### config.mk
export PLATFORM = sky130hd
export DESIGN_NAME = coh_dir
export DESIGN_NICKNAME = d
export VERILOG_FILES = /design/src/rtl/coh_dir_pkg.sv /design/src/rtl/coh_dir_pick.sv /design/src/rtl/coh_dir_lookup.sv /design/src/rtl/coh_dir_victim.sv /design/src/rtl/coh_dir.sv
export SDC_FILE = /design/constraint.sdc
export NUM_CORES = 1
export LEC_CHECK = 0
export BUFFER_PORTS_ARGS = -buffer_cell sky130_fd_sc_hd__buf_2
export CAP_MARGIN = 5
export CORE_MARGIN = 8
export CORE_UTILIZATION = 55
export CTS_BUF_LIST = sky130_fd_sc_hd__clkbuf_4
export CTS_CLUSTER_DIAMETER = 80
export DETAILED_ROUTE_END_ITERATION = 6
export GPL_TIMING_DRIVEN = 0
export MAX_ROUTING_LAYER = met4
export PLACE_DENSITY = 0.75
export SLEW_MARGIN = 20
export SYNTH_ARGS = -nofsm -noshare
export SYNTH_HDL_FRONTEND = slang
export SYNTH_SLANG_ARGS = --single-unit
### constraint.sdc
create_clock -name clk -period 4.07 [get_ports clk]
set_clock_uncertainty 0.1 [all_clocks]
set_input_delay 0.2035 -clock clk [delete_from_list [all_inputs] [get_ports clk]]
set_output_delay 0.2035 -clock clk [all_outputs]
set_load 0.01 [all_outputs]
### src/rtl/coh_dir_pkg.sv
// Shared encodings for the coherence directory.
// Assumes: the request kind and grant codes are fixed at two bits.
package coh_dir_pkg;
    typedef enum logic [1:0] {
        K_READ  = 2'd0,
        K_WRITE = 2'd1,
        K_EVICT = 2'd2,
        K_NONE  = 2'd3
    } req_kind_e;

    typedef enum logic [1:0] {
        G_NONE   = 2'd0,
        G_SHARED = 2'd1,
        G_EXCL   = 2'd2,
        G_MOD    = 2'd3
    } grant_e;
endpackage

### src/rtl/coh_dir_pick.sv
// Lowest-set-bit finder.
// Returns whether any bit of vec is set and the index of the lowest one.
// Assumes: W >= 2 and IW wide enough for W-1.
module coh_dir_pick #(
    parameter int W  = 4,
    parameter int IW = 2
) (
    input  logic [W-1:0]  vec,
    output logic          found,
    output logic [IW-1:0] idx
);
    // Scan from the top so the lowest set bit is written last.
    always_comb begin
        found = |vec;
        idx   = '0;
        for (int i = W - 1; i >= 0; i--) begin
            if (vec[i]) idx = IW'(i);
        end
    end
endmodule

### src/rtl/coh_dir_lookup.sv
// Associative tag match over all directory slots.
// Reports the hitting slot and the lowest free slot.
// Assumes: at most one valid slot matches a given address.
module coh_dir_lookup #(
    parameter int ENTRIES = 4,
    parameter int ADDR_W  = 8,
    parameter int IW      = 2
) (
    input  logic [ENTRIES-1:0]             slot_vld,
    input  logic [ENTRIES-1:0][ADDR_W-1:0] slot_addr,
    input  logic [ADDR_W-1:0]              key,
    output logic                           hit,
    output logic [IW-1:0]                  hit_idx,
    output logic                           free_any,
    output logic [IW-1:0]                  free_idx
);
    logic [ENTRIES-1:0] match;

    // One comparator per slot.
    for (genvar g = 0; g < ENTRIES; g++) begin : g_cmp
        assign match[g] = slot_vld[g] && (slot_addr[g] == key);
    end

    coh_dir_pick #(.W(ENTRIES), .IW(IW)) u_hit (
        .vec(match), .found(hit), .idx(hit_idx)
    );

    coh_dir_pick #(.W(ENTRIES), .IW(IW)) u_free (
        .vec(~slot_vld), .found(free_any), .idx(free_idx)
    );
endmodule

### src/rtl/coh_dir_victim.sv
// Round-robin victim pointer over the slots.
// Advances by one, wrapping, each time a displacement happens.
// Assumes: ENTRIES >= 2.
module coh_dir_victim #(
    parameter int ENTRIES = 4,
    parameter int IW      = 2
) (
    input  logic          clk,
    input  logic          rst_n,
    input  logic          advance,
    output logic [IW-1:0] ptr
);
    localparam logic [IW-1:0] LAST = IW'(ENTRIES - 1);

    // Step the pointer on every displacement.
    always_ff @(posedge clk) begin
        if (!rst_n)       ptr <= '0;
        else if (advance) ptr <= (ptr == LAST) ? '0 : ptr + 1'b1;
    end
endmodule

### src/rtl/coh_dir.sv
// Coherence directory: a small associative table of line state and holder
// vectors. It answers each request one cycle later with a grant, forwards,
// a supplier id, a memory read and, on displacement, an invalidation.
// Assumes: one request per cycle; the caches honour forwards; data moves
// outside this block.
module coh_dir #(
    parameter int N_CACHE = 4,
    parameter int ENTRIES = 4,
    parameter int ADDR_W  = 8,
    parameter int ID_W    = $clog2(N_CACHE)
) (
    input  logic               clk,
    input  logic               rst_n,
    input  logic               req_valid,
    input  logic [1:0]         req_kind,
    input  logic [ID_W-1:0]    req_id,
    input  logic [ADDR_W-1:0]  req_addr,
    output logic               grant_valid,
    output logic [ID_W-1:0]    grant_id,
    output logic [1:0]         grant_state,
    output logic               fwd_valid,
    output logic               fwd_write,
    output logic [N_CACHE-1:0] fwd_mask,
    output logic [ADDR_W-1:0]  fwd_addr,
    output logic               supply_valid,
    output logic [ID_W-1:0]    supply_id,
    output logic               mem_rd_valid,
    output logic [ADDR_W-1:0]  mem_rd_addr,
    output logic               inv_valid,
    output logic [N_CACHE-1:0] inv_mask,
    output logic [ADDR_W-1:0]  inv_addr
);
    import coh_dir_pkg::*;

    localparam int IW = $clog2(ENTRIES);

    // Slot storage.
    logic [ENTRIES-1:0]                   s_vld;
    logic [ENTRIES-1:0]                   s_mod;
    logic [ENTRIES-1:0][ADDR_W-1:0]       s_addr;
    logic [ENTRIES-1:0][N_CACHE-1:0]      s_sh;

    logic          hit, free_any, oth_any, rr_adv;
    logic [IW-1:0] hit_idx, free_idx, rr_ptr;
    logic [ID_W-1:0] oth_idx;
    logic [N_CACHE-1:0] req_bit, hit_sh, others;
    req_kind_e     kind;

    // Next-cycle response and slot write.
    logic               n_gv, n_fv, n_fw, n_sv, n_mv, n_iv;
    logic [1:0]         n_gs;
    logic [N_CACHE-1:0] n_fm, n_im;
    logic [ID_W-1:0]    n_sid;
    logic [ADDR_W-1:0]  n_ia;
    logic               w_en, w_vld, w_mod;
    logic [IW-1:0]      w_idx;
    logic [N_CACHE-1:0] w_sh;

    coh_dir_lookup #(.ENTRIES(ENTRIES), .ADDR_W(ADDR_W), .IW(IW)) u_look (
        .slot_vld(s_vld), .slot_addr(s_addr), .key(req_addr),
        .hit(hit), .hit_idx(hit_idx), .free_any(free_any), .free_idx(free_idx)
    );

    coh_dir_pick #(.W(N_CACHE), .IW(ID_W)) u_oth (
        .vec(others), .found(oth_any), .idx(oth_idx)
    );

    coh_dir_victim #(.ENTRIES(ENTRIES), .IW(IW)) u_rr (
        .clk(clk), .rst_n(rst_n), .advance(rr_adv), .ptr(rr_ptr)
    );

    // Holder views of the addressed slot.
    assign kind    = req_kind_e'(req_kind);
    assign req_bit = N_CACHE'(1) << req_id;
    assign hit_sh  = s_sh[hit_idx];
    assign others  = hit ? (hit_sh & ~req_bit) : '0;

    // Protocol decision for the current request.
    always_comb begin
        n_gv = 1'b0; n_gs = G_NONE; n_fv = 1'b0; n_fw = 1'b0; n_fm = '0;
        n_sv = 1'b0; n_sid = '0; n_mv = 1'b0; n_iv = 1'b0; n_im = '0; n_ia = '0;
        w_en = 1'b0; w_idx = hit_idx; w_vld = 1'b1; w_mod = 1'b0; w_sh = '0;
        rr_adv = 1'b0;
        if (req_valid && (kind == K_READ || kind == K_WRITE)) begin
            n_gv = 1'b1;
            w_en = 1'b1;
            if (!hit) begin
                n_mv  = 1'b1;
                w_idx = free_any ? free_idx : rr_ptr;
                w_sh  = req_bit;
                w_mod = (kind == K_WRITE);
                n_gs  = (kind == K_WRITE) ? G_MOD : G_EXCL;
                if (!free_any) begin
                    rr_adv = 1'b1;
                    n_iv   = 1'b1;
                    n_im   = s_sh[rr_ptr];
                    n_ia   = s_addr[rr_ptr];
                end
            end else if (kind == K_WRITE) begin
                w_sh  = req_bit;
                w_mod = 1'b1;
                n_gs  = G_MOD;
                if (oth_any) begin
                    n_fv = 1'b1; n_fw = 1'b1; n_fm = others;
                    n_sv = 1'b1; n_sid = oth_idx;
                end
            end else begin
                w_sh = hit_sh | req_bit;
                if (s_mod[hit_idx] && !oth_any) begin
                    w_mod = 1'b1;
                    n_gs  = G_MOD;
                end else begin
                    n_gs = G_SHARED;
                    if (oth_any) begin
                        n_fv = 1'b1;
                        n_fm = N_CACHE'(1) << oth_idx;
                        n_sv = 1'b1; n_sid = oth_idx;
                    end
                end
            end
        end else if (req_valid && kind == K_EVICT && hit && hit_sh[req_id]) begin
            w_en  = 1'b1;
            w_sh  = others;
            w_vld = |others;
            w_mod = s_mod[hit_idx] && (|others);
        end
    end

    // Slot update.
    always_ff @(posedge clk) begin
        if (!rst_n) begin
            s_vld <= '0; s_mod <= '0; s_addr <= '0; s_sh <= '0;
        end else if (w_en) begin
            s_vld[w_idx]  <= w_vld;
            s_mod[w_idx]  <= w_mod;
            s_addr[w_idx] <= req_addr;
            s_sh[w_idx]   <= w_sh;
        end
    end

    // Registered response, one cycle after the request.
    always_ff @(posedge clk) begin
        if (!rst_n) begin
            grant_valid <= 1'b0; grant_id <= '0; grant_state <= '0;
            fwd_valid <= 1'b0; fwd_write <= 1'b0; fwd_mask <= '0; fwd_addr <= '0;
            supply_valid <= 1'b0; supply_id <= '0;
            mem_rd_valid <= 1'b0; mem_rd_addr <= '0;
            inv_valid <= 1'b0; inv_mask <= '0; inv_addr <= '0;
        end else begin
            grant_valid  <= n_gv;
            grant_id     <= n_gv ? req_id : '0;
            grant_state  <= n_gs;
            fwd_valid    <= n_fv;
            fwd_write    <= n_fw;
            fwd_mask     <= n_fm;
            fwd_addr     <= n_fv ? req_addr : '0;
            supply_valid <= n_sv;
            supply_id    <= n_sid;
            mem_rd_valid <= n_mv;
            mem_rd_addr  <= n_mv ? req_addr : '0;
            inv_valid    <= n_iv;
            inv_mask     <= n_im;
            inv_addr     <= n_ia;
        end
    end
endmodule

======== Yosys cells after proc, flatten, opt, wreduce, memory -nomap -nowiden ========
Cells that the tools add are included.
Widths: inputs -> output; s select.
word-level totals
  flip-flop bits (word level) ............. 101
  bits in latches ......................... 0
  memory bits (writable) .................. 0
  memory bits (read-only) ................. 0
  input port bits ......................... 15
  output and inout bits ................... 44
  logic and storage cells ................. 141
  memories ................................ 0
operators by class
  add/subtract/negate cells ............... 1
  multiply operators ...................... 0
  divide/modulo/power cells ............... 0
  magnitude comparators ................... 5
  equal/unequal tests ..................... 7
  shift-type cells ........................ 2
  muxes and demuxes ....................... 72
  bitwise gates (word level) .............. 6
  reductions and logical operators ........ 24
operators with widths
  cell                 count
  $mux 4               12
  $mux 2               22
  $bwmux 32            1
  $eq 8x8->1           4
  $mux 1               24
  $bmux 4 s2           2
  $bmux 8 s2           1
  $bwmux 16            1
  $demux 8 s2          1
  $mux 8               2
  $lt 2x3->1 const B   4
  $reduce_or 4->1      3
  $logic_and 1x1->1    11
  $reduce_or 10->1     1
  $bwmux 4             2
  $demux 4 s2          1
  $not 4->4            2
  $reduce_and 2->1     4
  $shl 1x2->4 const A  2
  $and 4x4->4          1
  $bmux 1 s2           2
  $eq 2x2->1 const B   2
  $or 4x4->4           1
  $reduce_and 4->1     1
  other kinds (9)      10

======== Logic depth before layout (Yosys ltp) ========
Gate-level depths: netlist of run 1.
  depth in word-level cells ............... 18
  mapped depth ............................ 13
  depth with buffers taken out ............ 9

======== Cells and area by module ========
A second synthesis of run 1 with hierarchy kept.
unflattened totals
  cell total of the unflattened synthesis .. 510
  area total of the unflattened synthesis .. 4797.1 µm²
by module, submodules not included
  module          times used  cells each  area each (µm²)
  coh_dir         1           428         4120.2
  coh_dir_lookup  1           53          476.7
  coh_dir_pick    3           7           35.0
  coh_dir_victim  1           8           95.1

======== Least setup slack after synthesis of run 1 ========
OpenSTA, ideal clock, no wires.
  path type ............................... register to register
  start ................................... register s_addr[27] in the netlist's numbering
  end ..................................... register s_addr[31] in the netlist's numbering
  library setup time ...................... 132 ps
  data arrival time ....................... 2640 ps
  setup slack ............................. 1197 ps
  cell stages (with the launch flop) ...... 12
  cell sequence ........................... dfxtp_1 > xnor2_1 > nand4_1 > nor4_4 > a311oi_1 > a2bb2oi_2 > a2111o_4 > a21o_1 > buf_6 > buf_6 > o31ai_1 > a21oi_1
between the ends
  longest elaborated chain between the ends .. 13
  elaborated cells between the ends (all ways) .. 23
  classes of those cells .................. order compare: 2; eq/ne: 1; mux: 15; reduce/logical: 5
RTL lines
  element                                                                   line                            RTL
  start: declaration                                                        coh_dir.sv:40                   logic [ENTRIES-1:0][ADDR_W-1:0] s_addr;
  start signal: indexed assignment                                          coh_dir.sv:136                  s_addr[w_idx] <= req_addr;
  $eq 8x8->1 *                                                              coh_dir_lookup.sv:21            assign match[g] = slot_vld[g] && (slot_addr[g] == key);
  $logic_and 1x1->1 *                                                       coh_dir_lookup.sv:21
  $mux 2 (4 in a row)                                                       coh_dir_pick.sv:17              if (vec[i]) idx = IW'(i);
  $mux 2 / $bmux 4 s2 (equally long branches)                               coh_dir.sv:87, coh_dir.sv:75
  $mux 2 / $mux 4 (equally long branches)                                   coh_dir.sv:84, coh_dir.sv:75
  $lt 2x3->1 (not written as such) (tied with other cells)                  coh_dir.sv:136
  $logic_and 1x1->1 (not written as such) / $mux 1 (equally long branches)  coh_dir.sv:136, coh_dir.sv:121
  $mux 8 (not written as such) / $logic_and 1x1->1 (equally long branches)  coh_dir.sv:136, coh_dir.sv:121
  $demux 8 s2 / $mux 1 (equally long branches)                              coh_dir.sv:136, coh_dir.sv:121
  $bwmux 32 / $mux 1 (equally long branches)                                coh_dir.sv:136, coh_dir.sv:84
Mark *: on every way between the ends. The rest lies on a longest branch, timed or not. The select of a mux whose other input is x is not followed.
A chain may end at the register's enable or synchronous reset.

======== Worst setup path after layout of run 1 ========
  start ................................... input req_addr[6]
  end ..................................... register s_sh[7] in the netlist's numbering
between the ends
  longest elaborated chain between the ends .. 14
  elaborated cells between the ends (all ways) .. 36
  classes of those cells .................. order compare: 2; eq/ne: 4; mux: 20; bitwise: 2; reduce/logical: 8
RTL lines
  element                         line                  RTL
  start: declaration              coh_dir.sv:17         input logic [ADDR_W-1:0] req_addr,
  $eq 8x8->1                      coh_dir_lookup.sv:21
  $logic_and 1x1->1               coh_dir_lookup.sv:21
  $mux 2 (4 in a row)             coh_dir_pick.sv:17
  $bmux 4 s2                      coh_dir.sv:75         assign hit_sh = s_sh[hit_idx];
  $mux 4 (not written as such)    coh_dir.sv:75
  $bmux 1 s2                      coh_dir.sv:121        end else if (req_valid && kind == K_EVICT && hit && hit_sh[req_id]) begin
  $mux 1 (not written as such)    coh_dir.sv:121
  $logic_and 1x1->1               coh_dir.sv:121
  $mux 4                          coh_dir.sv:121
  $mux 4                          coh_dir.sv:84         if (req_valid && (kind == K_READ || kind == K_WRITE)) begin
  $bwmux 16                       coh_dir.sv:137        s_sh[w_idx] <= w_sh;
  end signal: indexed assignment  coh_dir.sv:137
  end: declaration                coh_dir.sv:41         logic [ENTRIES-1:0][N_CACHE-1:0] s_sh;
Several ways; a longest one is shown, not always the timed one. The select of a mux whose other input is x is not followed.

==> run metrics, run 1 <==
outcome=completed; worst hold stages=3; Max Cap Viol=0; number of global-route vias before repair=4473; die height=112 µm; final wirelength=14.3 mm; Seq/Total Area, Yosys=39.6%; H-tree depth=3; antenna diode count=0; Sw Share=30.4%; Tmin final=3.72 ns; post-synthesis net count=534; setup TNS=0 ns; Worst EP required=4.31 ns; Leakage=2.12 nW; most frequent cells in the layout=dfxtp_1, buf_2, nand4_1; mux cell area share after synthesis=6.52%; routed length per placed instance=20.3 µm; Via density=6.51; PD cells=306 mW/mm²; Reg2Reg Setup Slack=0.39 ns; final setup fails=0; Post-route DRC=0; GRT Total Usage=23.5%; Fmax achieved=269 MHz; CORE AREA=0.00911 mm²; CTS Buffer Depth=2; period utilisation layout=91.4%; kind of critical path=input port to register; post-synthesis cell type with the largest combined area=dfxtp_1; mean post-synth cell area=9.86 µm²; DRT antenna net count=0; CTS clk-pin slew, worst paths=0.16 ns; post-synthesis simple-gate area fraction=17.2%; number of synthesized flops with an enable pin=0; share of layout cells above drive strength 1=24.2%; count of nets after finishing=607; CP endpoint=s_sh[7]; Clk Latency, worst-skew pair=0.49 ns; async set-reset flop share out of synthesis=0%; Die Area=0.0126 mm²; Synth warnings=0; type of origin of the critical path=input port; Synth Area in XOR/XNOR=5.49%; Synth-to-Final Area Change=13.1%; Seq pwr share=57.4%; flops & latches, synth=101; main combinational cell family by area after synthesis=compound AO/OA/AOI/OAI gates; Post-CTS Setup Bufs=0; Post-Syn Instances=518; count of cell types in the netlist=58; top post-synthesis cells by area=dfxtp_1, xnor2_1, mux4_2; Hold Vio Cnt, Final=0; Worst R2R Path Depth=9; DR vias=4605; grt total ovfl=0; multi-input combinational cell area=0.00271 mm²; Adder-Cell Fraction of Synth Area=0.245%; clk root buf=clkbuf_4; row count=35; first-pass GRT wire length=23.4 mm; Clock Sinks=101; switching power=536 µW; Arr. time, crit path=3.96 ns; Int Pwr=1.23 mW; max_slew headroom=43.0%; r2r endpoint=s_sh[7]; initial antenna violation count=0; Synth Area in Compound Gates=23.5%; worst-case vdd ir drop=0.145 mV; final setup margin=0.351 ns; Initial Util=56.0%; Hold Path Class=input port to register; DR pass1 iterations=7; CTS tree=built; DP Worst Slack=0.575 ns; Crit Reg-Reg Startpoint=s_addr[20]; CP Capture Type=register; share of the synthesized area in the top cell type=39.6%; commonest non-fill, non-tap cell in the layout=dfxtp_1; initial drt markers=356; Critical Path Start=req_addr[6]; Die Wd=112 µm; Num CTS Buffers=9; clock network power share=30.9%; largest net degree at the start of global routing=22; placer congestion estimate=0.952; Tightest Pin Transition=0.848 ns; FILL cells=743; crit path max fanout=10; RSZ-0062 raised after global routing=no; Port Buf Inserts=50; I/O pin count=59; post-DP HPWL=10.7 mm; top_reg_cell synth=dfxtp_1; combinational share of power=11.8%; cell area after synthesis=0.00510 mm²; Final Max Tran Viols=0; register area=0.00202 mm²
## timing repair
| action | 4_1_cts | 5_1_grt |
|---|---|---|
| endpoints found under the hold margin | 54 | 0 |
| hold buffers | 12 | 0 |
| gates resized for setup | 0 | 0 |
## how the worst min path moves through the flow
| stage | slack (ns) | startpoint | endpoint |
|---|---|---|---|
| after floorplan | 0.25 | req_kind[0] | fwd_write |
| after global placement | 0.38 | s_addr[31] | s_addr[31] |
| after detailed placement | 0.40 | s_addr[23] | s_addr[23] |
| after CTS | 0.02 | req_kind[1] | fwd_mask[2] |
| after global routing | 0.06 | req_kind[1] | fwd_mask[2] |
| final | 0.03 | req_kind[1] | fwd_mask[2] |
## metal layers
metal | vias up | part of all wire, % | global-route usage [%]
met1 | 2189 | 42 | 28.6
met5 | - | 0 | -
met3 | 40 | 9.9 | 7.62
met2 | 241 | 45 | 35.2
li1 | 2135 | - | -
met4 | 0 | 2.7 | 9.89
## state kept, by name, indices dropped and copies added, names as in the netlist, 4 cells and up
signal and count:
s_addr 32, s_sh 16, fwd_addr 8, inv_addr 8, mem_rd_addr 8, fwd_mask 4, inv_mask 4, s_mod 4
s_vld 4
## worst max-delay path, stage by stage
cell and delay, ns:
dlygate4sd3_1 0.56, buf_4 0.19, xnor2_1 0.17, nand4_1 0.30
or3_1 0.53, a311oi_1 0.41, a2bb2oi_2 0.30, a2111o_4 0.31
a21oi_2 0.09, a221oi_1 0.71, a211oi_1 0.17
## metrics by stage
step	cell area, µm²	std cells	hold WS (ns)	utilization (%)	power (mW)
floorplan	5100	518	0.249	-	1.17
global placement	5490	679	0.383	60.3	1.22
detailed placement	5490	679	0.395	60.3	1.23
CTS	5770	707	0.0176	63.4	1.76
global route	5770	707	0.0576	63.4	1.82
finish	5770	707	0.0333	63.4	1.77
## synthesized netlist by cell type, types with 4 or more instances
library cell,instances
buf_6,13
a211oi_1,25
nand4_1,38
buf_2,10
mux2i_1,4
nand2_1,11
a21oi_1,34
a31oi_1,26
nand3_1,11
o21ai_0,9
nor2_1,21
mux4_2,12
nor3_1,5
inv_1,11
xnor2_1,31
nor4_1,4
and3_1,33
clkbuf_1,26
o31ai_2,18
dfxtp_1,101
buf_4,5
o31ai_1,16
## kinds of logic after synthesis
group                    after synthesis
AO/OA/AOI/OAI                        155
AND/OR/NAND/NOR                      145
flip-flops                           101
buffers and inverters                 66
XOR/XNOR                              32
multiplexers                          18
adder cells (fa/ha/maj)                1
## cell type report
type | instances | area share, %
buffer | 55 | 5.81
clock buffer | 9 | 1.17
clock inverter | 7 | 1.58
inverter | 11 | 0.715
multi-input combinational | 351 | 46.9
sequential | 101 | 35.0
tap | 111 | 2.41
timing repair buffer | 62 | 6.42
## power groups by stage
stage | clock network [mW] | logic (mW) | registers (mW)
2_1_floorplan | 0 | 0.141 | 1.03
3_3_place_gp | 0 | 0.190 | 1.03
3_5_place_dp | 0 | 0.193 | 1.03
4_1_cts | 0.543 | 0.204 | 1.01
5_1_grt | 0.579 | 0.223 | 1.01
6_report | 0.546 | 0.208 | 1.01
Note: power is estimated with default switching activity, not from simulation.
==> inputs of run 2 (changes only) <==
--- a/config.mk
+++ b/config.mk
@@ -18,4 +18,5 @@
 export SLEW_MARGIN = 20
 export SYNTH_ARGS = -nofsm -noshare
 export SYNTH_HDL_FRONTEND = slang
+export SYNTH_HIERARCHICAL = 1
 export SYNTH_SLANG_ARGS = --single-unit
==> run 2 against run 1 <==
Utilization rose by 0.28 points. Total power fell by 3.3%. Worst setup slack got worse by 0.028 ns. Combinational power fell by 34%. Global-route usage fell by 2.4 points. Design area fell by 5.2%. Clock power rose by 3%. Sequential cell count did not move. Via count fell by 12%. Routed wire length fell by 14%.
==> run metrics, run 2 <==
count of cell types in the netlist=52 (-10%); Via density=5.78 (-11%); CTS clk-pin slew, worst paths=0.16 ns (about the same); r2r endpoint=s_sh[4]; total power=1.71 mW (-3.3%); Crit path max-delay family=buffers and inverters; async set-reset flop share out of synthesis=0% (unchanged); DRT antenna net count=0 (unchanged); RSZ-0062 raised after global routing=no; antenna diode count=0 (unchanged); Die Wd=109 µm (-2.6%); biggest regs=s_addr: 32 flops, s_sh: 16 flops; placer congestion estimate=0.907 (-4.7%); Num CTS Buffers=9 (unchanged); flops & latches, synth=101 (unchanged); CTS Buffer Depth=2 (unchanged); Clk Latency, worst-skew pair=0.44 ns (-0.05 ns); Leakage=2.05 nW (-3.5%); row count=34 (-2.9%); largest register by flop count=s_addr; most frequent cells after synthesis=dfxtp_1, nand2_1, nand3_1; Seq/Total Area, Yosys=42.1% (+2.5 points); clk root buf=clkbuf_4; I/O pin count=59 (unchanged); Worst Path Buf+Inv=7 (+5); WHS=0.0225 ns (-0.0108 ns); grt total ovfl=0 (unchanged); kind of critical path=input port to register; first-pass GRT wire length=19.2 mm (-18%); PD cells=312 mW/mm² (+2.0%); initial antenna violation count=0 (unchanged); Tmin final=3.75 ns (+0.0285 ns); Post-route DRC=0 (unchanged); outcome=completed; Die Area=0.0120 mm² (-5.2%); Stages on worst setup path=17 (+6); count leader, synth=dfxtp_1; largest net degree at the start of global routing=20 (-9.1%); max_slew headroom=46.7% (+3.7 points); Synth warnings=6 (+6); post-synthesis net count=526 (-1.5%); worst hold stages=2 (-1); Hold Path Class=input port to register; Reg2Reg Setup Slack=0.37 ns (-0.02 ns); commonest non-fill, non-tap cell in the layout=dfxtp_1; final setup fails=0 (unchanged); Worst R2R Path Depth=12 (+3); Synth-to-Final Area Change=14.0%; post-DP HPWL=9.51 mm (-11%); H-tree depth=3 (unchanged); top post-synthesis cells by area=dfxtp_1, mux4_2, nand3_1; CTS tree=built; Crit-path slowest cell=mux4_2; DR pass1 iterations=5 (-2); CP Capture Type=register; Critical Path Start=req_addr[0]; Fmax achieved=267 MHz (-0.76%); type of origin of the critical path=input port; mean post-synth cell area=9.41 µm² (-4.6%); CP endpoint=fwd_addr[6]; FILL cells=703 (-5.4%); post-synthesis cell type with the largest combined area=dfxtp_1; top_reg_cell synth=dfxtp_1; Post-CTS Setup Bufs=0 (unchanged); Post-Syn Instances=510 (-1.5%); number of flip-flops in the largest register=32 (unchanged); DR vias=4037 (-12%); initial drt markers=365 (+2.5%); worst-case vdd ir drop=0.168 mV (+16%); period utilisation layout=92.1% (+0.70 points); crit path max fanout=10 (unchanged); Initial Util=55.8% (-0.22 points); Critical Path Max Stage Delay=0.57 ns (-0.14 ns); number of synthesized flops with an enable pin=0 (unchanged); count of nets after finishing=601 (-0.99%); CP Cell Sequence=dlygate4sd3_1, buf_2, xnor2_1, nand4_1, nor4_4, inv_1, a21oi_2, buf_2, buf_4, mux4_2, and3_1, nor2_1, nand2_1, nand3_1, inv_1, clkbuf_1, and2_1; Clock Sinks=101 (unchanged); Crit Reg-Reg Startpoint=s_addr[5]; Hold Vio Cnt, Final=0 (unchanged); final wirelength=12.4 mm (-14%); Final Max Tran Viols=0 (unchanged); Arr. time, crit path=4.01 ns (+0.05 ns); Max Cap Viol=0 (unchanged); cell area after synthesis=0.00480 mm² (-6.0%); Tightest Pin Transition=0.799 ns (-0.0484 ns); CORE AREA=0.00859 mm² (-5.7%); share of layout cells above drive strength 1=23.2% (-0.94 points); most frequent cells in the layout=dfxtp_1, buf_2, nand2_1; GRT Total Usage=21.2% (-2.4 points); Worst EP required=4.33 ns (+0.02 ns); share of the synthesized area in the top cell type=42.1% (+2.5 points); setup TNS=0 ns (unchanged); die height=109 µm (-2.6%); number of global-route vias before repair=3788 (-15%); routed length per placed instance=17.7 µm (-13%); Port Buf Inserts=56 (+12%)
run 2: cell types whose count changed in the layout (fill, tap and decap cells not counted), moves of 19 or more:
cell	previous run	this run
nand4_1	38	5
and3_1	33	3
nand2_1	11	50
a31oi_1	26	4
a211oi_1	25	1
o21ai_0	9	39
a21oi_1	34	7
nor2b_1	2	21
nand3_1	11	49
run 2: metal layers:
layer,global-route usage [%],share of wire (%),vias up
met4,7.43,1.8,0
met5,-,0,-
met1,28.1,46,1928
met3,3.05,7.7,18
li1,-,-,1931
met2,32.3,45,160
run 2: where the power goes:
part | total [mW] | internal, mW | switching (mW)
Clock | 0.563 | 0.204 | 0.359
Combinational | 0.138 | 0.0557 | 0.0818
Sequential | 1.01 | 1.00 | 0.00747
Total | 1.71 | 1.26 | 0.448
run 2: area by class of cell:
type	instances	area [µm²]	area share (%)
Sequential cell	101	2020	37.0
Timing Repair Buffer	64	360	6.59
Clock buffer	9	67.6	1.24
Clock inverter	7	90.1	1.65
Multi-Input combinational cell	355	2520	46.1
Buffer	39	215	3.93
Inverter	15	56.3	1.03
Tap cell	108	135	2.47
run 2: what timing repair did:
item | CTS | global route
hold buffers | 8 | 0
gates resized for setup | 0 | 5
hold endpoints to repair | 35 | 0
setup endpoints to repair | 0 | 19
run 2: worst register-to-register path, cell delays in order, from the launching register on:
cell	delay, ns
dfxtp_1	0.38
xnor2_1	0.20
nand3_1	0.12
nor4_2	0.40
nor2_1	0.10
nand2_1	0.13
clkbuf_1	0.36
nand4b_1	0.21
a211oi_1	0.40
a32oi_4	0.19
a21oi_2	0.42
clkbuf_1	0.42
o21ai_0	0.16
run 2: through the flow:
step                utilization (%)  area (µm²)  setup WS, ns  std cells
floorplan                         -        4800         0.819        510
global placement               60.7        5210        0.0100        674
detailed placement             60.7        5210        0.0248        674
CTS                            63.4        5450        0.0662        698
global route                   63.7        5470        0.0234        698
finish                         63.7        5470         0.323        698
run 2: logic make-up (layout without fill, tap and decap cells):
| family | Yosys count | count (layout) | synth area share [%] |
|---|---|---|---|
| simple gates | 195 | 195 | 21.0 |
| flops | 101 | 101 | 42.1 |
| compound gates | 93 | 93 | 13.0 |
| buf+inv | 54 | 134 | 5.63 |
| mux | 34 | 34 | 11.4 |
| xor+xnor | 32 | 32 | 6.47 |
| fa+ha+maj | 1 | 1 | 0.261 |
run 2: worst min-delay path by stage:
stage,startpoint,endpoint
6_report,req_addr[1],fwd_addr[1]
5_1_grt,req_addr[1],fwd_addr[1]
4_1_cts,req_addr[2],fwd_addr[2]
3_5_place_dp,req_kind[0],grant_state[0]
3_3_place_gp,req_kind[0],grant_state[0]
2_1_floorplan,req_kind[0],grant_state[0]
==> inputs of run 3 (changes only) <==
--- a/config.mk
+++ b/config.mk
@@ -14,9 +14,8 @@
 export DETAILED_ROUTE_END_ITERATION = 6
 export GPL_TIMING_DRIVEN = 0
 export MAX_ROUTING_LAYER = met4
-export PLACE_DENSITY = 0.75
+export PLACE_DENSITY = 0.88
 export SLEW_MARGIN = 20
 export SYNTH_ARGS = -nofsm -noshare
 export SYNTH_HDL_FRONTEND = slang
-export SYNTH_HIERARCHICAL = 1
 export SYNTH_SLANG_ARGS = --single-unit
==> constraint.sdc (replaced) <==
create_clock -name clk -period 3.65 [get_ports clk]
set_clock_uncertainty 0.1 [all_clocks]
set_input_delay 0.1825 -clock clk [delete_from_list [all_inputs] [get_ports clk]]
set_output_delay 0.1825 -clock clk [all_outputs]
set_load 0.01 [all_outputs]
==> run 3 against run 2 <==
Global-route usage up 3.0 points. Utilization about the same. Non-clock buffer count up 14. Clock power up 9.8%. Register-to-register slack worse by 0.30 ns. Hold slack better by 0.0020 ns. Worst setup slack worse by 0.26 ns. Sequential cell count unchanged. Sequential power up 12%. Sequential share of layout area down 2.1 points. Combinational power up 72%. Via count up 18%.
==> run metrics, run 3 (synthesis gave the netlist of run 1 again) <==
outcome=completed; period utilisation layout=98.2%; CTS Buffer Depth=2 (unchanged); clk root buf=clkbuf_4; r2r endpoint=s_vld[3]; row count=35 (+2.9%); PD cells=343 mW/mm² (+9.7%); largest net degree at the start of global routing=22 (+10%); grt total ovfl=0 (unchanged); Worst R2R Path Depth=9 (-3); Die Wd=112 µm (+2.7%); first-pass GRT wire length=24.3 mm (+27%); final setup fails=0 (unchanged); Final Max Tran Viols=0 (unchanged); Reg2Reg Setup Slack=0.07 ns (-0.30 ns); Max Cap Viol=0 (unchanged); dpl cells=679 (+0.74%); Post-route DRC=0 (unchanged); Die Area=0.0126 mm² (+5.5%); Port Buf Inserts=50 (-11%); hold_sp=req_id[0]; routed length per placed instance=21.4 µm (+21%); placer congestion estimate=0.998 (+10%); most frequent cells in the layout=dfxtp_1, buf_2, nand4_1; post-DP HPWL=11.0 mm (+15%); commonest non-fill, non-tap cell in the layout=dfxtp_1; initial drt markers=613 (+68%); final wirelength=15.1 mm (+22%); CP Capture Type=register; type of origin of the critical path=input port; Leakage=2.13 nW (+4.3%); crit path max fanout=10 (unchanged); H-tree depth=3 (unchanged); CTS clk-pin slew, worst paths=0.17 ns (about the same); Tmin final=3.58 ns; max_slew headroom=43.6% (-3.1 points); CTS tree=built; initial antenna violation count=0 (unchanged); Via density=6.76 (+17%); Synth-to-Final Area Change=13.5%; biggest regs=s_addr: 32 flops, s_sh: 16 flops; hold endpoint=grant_id[0]; largest register by flop count=s_addr; Tightest Pin Transition=0.839 ns (+0.0392 ns); share of layout cells above drive strength 1=25.3% (+2.1 points); Crit Reg-Reg Startpoint=s_addr[31]; Hold Vio Cnt, Final=0 (unchanged); CORE AREA=0.00911 mm² (+6.0%); Num CTS Buffers=9 (unchanged); final non-filler cell total=708 (+1.4%); DR pass1 iterations=7 (+2); number of flip-flops in the largest register=32 (unchanged); Initial Util=56.0% (+0.22 points); Hold Path Class=input port to register; Clock Sinks=101 (unchanged); Clk Latency, worst-skew pair=0.48 ns (+0.04 ns); DRT antenna net count=0 (unchanged); worst hold stages=3 (+1); I/O pin count=59 (unchanged); die height=112 µm (+2.7%); Fmax achieved=279 MHz; Worst EP required=3.90 ns (-0.43 ns); Arr. time, crit path=3.83 ns (-0.18 ns); kind of critical path=input port to register; count of nets after finishing=607 (+1.0%); RSZ-0062 raised after global routing=yes; DR vias=4783 (+18%); setup TNS=0 ns (unchanged); FILL cells=719 (+2.3%); worst-case vdd ir drop=0.181 mV (+7.6%); GRT Total Usage=24.2% (+3.0 points); number of global-route vias before repair=4719 (+25%)
run 3: worst max-delay path: stages:
cell           delay, ns
dlygate4sd3_1       0.53
buf_2               0.25
xnor2_1             0.17
nand3_1             0.18
nor4_4              0.53
a311oi_1            0.22
a2bb2oi_2           0.22
a2111o_4            0.56
a21oi_2             0.33
nor4b_4             0.48
a211oi_1            0.18
run 3: power breakdown:
group / switching, mW / internal, mW / total (mW)
sequential: 0.0121 / 1.12 / 1.13
combinational: 0.152 / 0.0861 / 0.238
clock: 0.447 / 0.171 / 0.618
total: 0.611 / 1.37 / 1.99
run 3: what timing repair did:
| item | in CTS | in global routing |
|---|---|---|
| endpoints found under the hold margin | 53 | 0 |
| pin swaps | 0 | 2 |
| setup buffers | 0 | 2 |
| endpoints found under the setup margin | 3 | 9 |
| hold buffers | 10 | 0 |
| gates cloned | 0 | 0 |
| resized for setup | 1 | 6 |
run 3: metrics by stage:
stage	total power [mW]	hold WS, ns	cell area [µm²]	util, %	setup slack, ns
after global routing	2.04	0.0650	5790	63.6	-0.0401
final	1.99	0.0245	5800	63.6	0.0671
after global placement	1.36	0.380	5490	60.3	0.232
after CTS	1.97	0.00665	5750	63.1	0.00473
after floorplan	1.31	0.228	5100	-	0.777
after detailed placement	1.37	0.387	5490	60.3	0.0828
run 3: metal layers:
layer | GRT usage, % | vias to the layer above | wire length [µm]
met5 | - | - | 0
met4 | 12.1 | 0 | 424
met3 | 5.64 | 43 | 1690
met2 | 37.6 | 323 | 7050
met1 | 28.9 | 2287 | 5980
li1 | - | 2130 | -
run 3: cell type report:
type	instances	area, µm²	share of cell area [%]
Multi-Input combinational cell	351	2740	47.3
Sequential cell	101	2020	34.9
Timing Repair Buffer	62	365	6.30
Buffer	55	337	5.81
Tap cell	111	139	2.40
Clock inverter	7	81.3	1.40
Clock buffer	9	67.6	1.17
Inverter	11	41.3	0.712
Antenna cell	1	2.50	0.0432
run 3: how the worst max path moves through the flow:
stage,start,to,slack (ns),cells past startpoint
3_3_place_gp,req_addr[5],s_sh[15],0.23,10
6_report,req_addr[1],s_vld[3],0.07,11
4_1_cts,req_addr[1],s_vld[3],0.005,11
5_1_grt,req_addr[1],s_vld[3],-0.04,12
3_5_place_dp,s_addr[20],s_sh[3],0.08,9
2_1_floorplan,s_addr[27],s_addr[31],0.78,11
